--- config.mk ---
export PLATFORM = sky130hd
export DESIGN_NAME = zac_grant
export DESIGN_NICKNAME = d
export VERILOG_FILES = /design/src/rtl/zac_pkg.sv /design/src/rtl/zac_grant.sv
export SDC_FILE = /design/constraint.sdc
export NUM_CORES = 1
export LEC_CHECK = 0
export BUFFER_PORTS_ARGS = -buffer_cell sky130_fd_sc_hd__buf_2
export CELL_PAD_IN_SITES_DETAIL_PLACEMENT = 0
export CELL_PAD_IN_SITES_GLOBAL_PLACEMENT = 2
export CORE_AREA = 2 2 39 41
export DETAILED_ROUTE_END_ITERATION = 10
export DIE_AREA = 0 0 41 43
export PLACE_DENSITY = 0.74
export SLEW_MARGIN = 25
export SYNTH_ARGS = -nofsm -noshare
export SYNTH_HDL_FRONTEND = slang
export SYNTH_SLANG_ARGS = --single-unit
--- constraint.sdc ---
create_clock -name vclk -period 0.8
set_input_delay 0.08 -clock vclk [all_inputs]
set_output_delay 0.08 -clock vclk [all_outputs]
set_load 0.005 [all_outputs]
--- src/rtl/zac_pkg.sv ---
package zac_pkg;
  typedef enum logic {
    PWK_WRITE = 1'b0,
    PWK_READ  = 1'b1
  } pw_kind_e;

  typedef struct packed {
    logic need_wpw;
    logic need_rpw;
    logic need_auth;
    logic no_modify;
    logic prog_only;
  } zone_ctl_t;
endpackage

--- src/rtl/zac_grant.sv ---
module zac_grant
  import zac_pkg::*;
#(
  parameter int SET_W = 3
) (
  input  logic             clk,
  input  logic             rst_n,
  input  zone_ctl_t        ctl,
  input  logic [SET_W-1:0] set_sel,
  input  logic             pw_valid,
  input  logic             pw_is_read,
  input  logic [SET_W-1:0] pw_set,
  input  logic             auth_ok,
  output logic             rd_grant,
  output logic             wr_grant
);
  pw_kind_e pw_kind;
  logic     set_hit;
  logic     hit_wpw;
  logic     hit_rpw;
  logic     auth_pass;

  function automatic logic gate(input logic needed, input logic held);
    return ~needed | held;
  endfunction

  always_comb begin
    pw_kind   = pw_kind_e'(pw_is_read);
    set_hit   = pw_valid & (pw_set == set_sel);
    hit_wpw   = set_hit & (pw_kind == PWK_WRITE);
    hit_rpw   = set_hit & (pw_kind == PWK_READ);
    auth_pass = gate(ctl.need_auth, auth_ok);
    // a write password always grants read as well
    rd_grant  = auth_pass & gate(ctl.need_rpw, hit_rpw | hit_wpw);
    wr_grant  = auth_pass & ~ctl.no_modify & gate(ctl.need_wpw, hit_wpw);
  end


  one_kind_chk: assert property (@(posedge clk) disable iff (!rst_n)
    $onehot0({hit_wpw, hit_rpw}));


  auth_gate_chk: assert property (@(posedge clk) disable iff (!rst_n)
    (ctl.need_auth && !auth_ok) |-> (!rd_grant && !wr_grant));
endmodule

# After elaboration in Yosys (flattened, before gate mapping)
# Cells that the tools add are included.
# Widths: inputs -> output; s select.
totals:
  elab_cells: 16
  register_bits: 0
  latchBits: 0
  inputBits: 16
  memories: 0
  romBits: 0
  mem_bits_rw: 0
classes:
  n_lt_le_gt_ge: 0
  add_sub_neg: 0
  n_reduce_logical: 0
  n_div: 0
  shift: 0
  mul: 0
  n_eq_ne: 1
  muxes: 0
  bitwise: 15
ops:
  columns: ["cell", "n"]
  rows:
  - ["$and 1x1->1", 6]
  - ["$not 1->1", 5]
  - ["$or 1x1->1", 4]
  - ["$eq 3x3->1", 1]

# Depth between registers and ports, before layout
depth:
  word_depth: 6
  mapped_depth: 3
  mapped_depth_nobuf: 3

# Worst setup path before layout
# OpenSTA, ideal clock, no wires.
synth_path:
  kind: "input -> output"
  from: "in ctl[2] (netlist name)"
  to: "out wr_grant"
  required_ns: 0.720
  arrival_time_ns: 0.614
  cell_stages: 3
  n_path_buf: 0
  setup_slack_ns: 0.106
  cell_sequence: "nor2b_4 or3_1 o32ai_1"
synth_between:
  elab_chain_cells: 4
synth_lines:
  columns: ["element", "line", "rtl"]
  rows:
  - ["start, declared", "zac_grant.sv:8", "input zone_ctl_t ctl,"]
  - ["$not 1->1", "zac_grant.sv:24", "return ~needed | held;"]
  - ["$or 1x1->1", "zac_grant.sv:24", null]
  - ["$and 1x1->1 (2 in series)", "zac_grant.sv:35", "wr_grant = auth_pass & ~ctl.no_modify & gate(ctl.need_wpw, hit_wpw);"]
  - ["end, declared", "zac_grant.sv:15", "output logic wr_grant"]
# Every way passes these cells.

# Worst setup path after layout
# Same ends and word-level chain as after synthesis.

==> key figures <==
STA
  – Final Slew Violations: 0
  – F_max: 1110 MHz
  – Period minus WS final: 0.898 ns
  – Worst Max-Slew Pin Slew: 0.181 ns
  – RSZ-0062 raised after global routing: yes
  – Final WS setup: -0.0981 ns
  – Endpoints failing setup: 2
  – Final Cycle Share: 112%
  – Headroom to the max-slew limit: 87.9%
  – Final hold viol count: 0

Global route
  – Antenna violations before repair: 0
  – First-pass GRT wire length: 276 um
  – Largest net degree at the start of global routing: 3
  – Overflow after GRT: 0
  – Total track usage: 2.10%
  – Vias in the first global route: 109

Drt
  – DRC: 0
  – Via density: 3.23
  – Routed Antenna Nets: 0
  – Drt pass-1 iters: 1
  – Initial DRC Count: 0
  – DR vias: 129
  – Drt wl/cell: 6.25 um
  – Detailed Route WL: 250 um

Setup path
  – Worst path max stage delay: 0.31 ns
  – Worst-path cell chain: buf_6 -> nor2b_4 -> or3_1 -> o32ai_2 -> buf_2
  – Critical path data required time: 0.72 ns
  – Slowest-stage cell, CP: or3_1
  – Element type at the critical path end: primary output
  – Arrival time at the worst endpoint: 0.82 ns
  – CP max FO: 2
  – Crit Path Class: primary input to primary output
  – Crit start category: primary input

Synthesis
  – Syn Inst Count: 8
  – Syn. warnings: 0
  – Count leader, synth: xnor2_1
  – Post-synth top area share: 39.6%
  – Mean Syn Cell Area: 8.29 um^2
  – Post-synthesis sequential area ratio: 0%
  – Post-Syn Area: 66.3 um^2
  – Synth cell types: 6
  – Leading area contributor after synthesis: xnor2_1
  – Syn_nets: 24
  – Synth area leaders: xnor2_1 40%, nor2b_4 21%, o32ai_1 13%, nand4_1 9.4%, or3_1 9.4%

Power
  – Net Sw Power: 33.5 uW
  – Switching Share: 31.3%
  – Share of power burned in registers: 0%
  – Clock power share: 0%
  – PwrDens: 470 nW/um^2
  – Gate power share: 100.0%
  – Cell Int Power: 73.5 uW
  – Total chip power: 107 uW
  – LEAKAGE: 0.111 nW
  – VDD IR max: 0.110 mV

Run status
  – Failing checks: setup timing
  – Status: finished with violations

CTS
  – Hold Buf Count CTS: 0
  – Buffer count from post-CTS setup fixing: 0

Placement
  – Input/output buffers: 15
  – Routability cong.: 0.532
  – Hpwl dp: 218 um
  – Placed cells: 40

Layout
  – Final cell count without fillers: 40
  – Number of diodes: 0
  – Nets: 42
  – Sequential cell count: 0
  – Fin util: 16.5%
  – Clkbuf count: 0
  – Layout area overhead: 243%
  – Share of layout cells above drive strength 1: 91.7%
  – Reg area: 0 um^2

Flow run
  – Max_cap viols: 0

Floorplan
  – Die ar.: 1760 um^2
  – Core area: 1380 um^2
  – Number of I/O pins: 18
  – Row Count: 14
  – Die Y: 43 um
  – Die width: 41 um
  – Starting density of the core: 4.79%

Min path
  – Worst hold path cell count: 3
  – Hold Path Class: primary input to primary output
## layout make-up
| type | count | area (um^2) |
|---|---|---|
| timing repair buffer | 16 | 108 |
| multi-input combinational | 8 | 100 |
| fill | 158 | 1160 |
| tap | 16 | 20.0 |
## logic make-up after synthesis
family,count (synthesis),share of synthesized area [%]
AND/OR/NAND/NOR,3,39.6
XOR/XNOR,3,39.6
AO/OA/AOI/OAI,2,20.7
## layer usage
layer	vias up	routed length (um)	track usage [%]
li1	63	-	-
met5	-	0	0
met4	0	0	0
met1	51	82	0.955
met3	0	59	0
met2	15	108	5.63
## placed cells by master, fill, tap and decap left out
cell     instances
buf_2           11
buf_6            4
xnor2_2          3
nand4_1          1
nor2b_4          1
a21oi_2          1
or3_1            1
o32ai_2          1
buf_4            1
## stage by stage
stage / instance area (um^2) / worst slack, ns / hold slack [ns] / setup TNS [ns]
final: 228 / -0.0981 / 0.402 / -0.132
after floorplan: 66.3 / 0.106 / 0.211 / 0
after global routing: 228 / -0.161 / 0.427 / -0.267
after CTS: 216 / -0.105 / 0.394 / -0.118
after detailed placement: 169 / -0.113 / 0.389 / -0.182
after global placement: 169 / -0.112 / 0.390 / -0.176
## critical path: cells and delay by family
kind	cells	cell delay [ns]
buffers and inverters	2	0.23
AOI/OAI and AO/OA	1	0.09
and+or+nand+nor	2	0.42
## worst paths after layout
kind | start | end | slack, ns
setup / recovery | ctl[2] | wr_grant | -0.1
hold / removal | ctl[3] | rd_grant | 0.40
## power groups by stage
| stage | registers (mW) | logic [mW] | clock network [mW] |
|---|---|---|---|
| final | 0 | 0.107 | 0 |
| after detailed placement | 0 | 0.0746 | 0 |
| after CTS | 0 | 0.101 | 0 |
| after floorplan | 0 | 0.0282 | 0 |
| after global routing | 0 | 0.117 | 0 |
| after global placement | 0 | 0.0736 | 0 |
## repair_timing
| action | in CTS | in global routing |
|---|---|---|
| gates resized for setup | 7 | 2 |
| endpoints found under the hold margin | 0 | 0 |
| pin swaps | 5 | 1 |
| endpoints found under the setup margin | 2 | 2 |
Power figures use the tool's default switching activity.
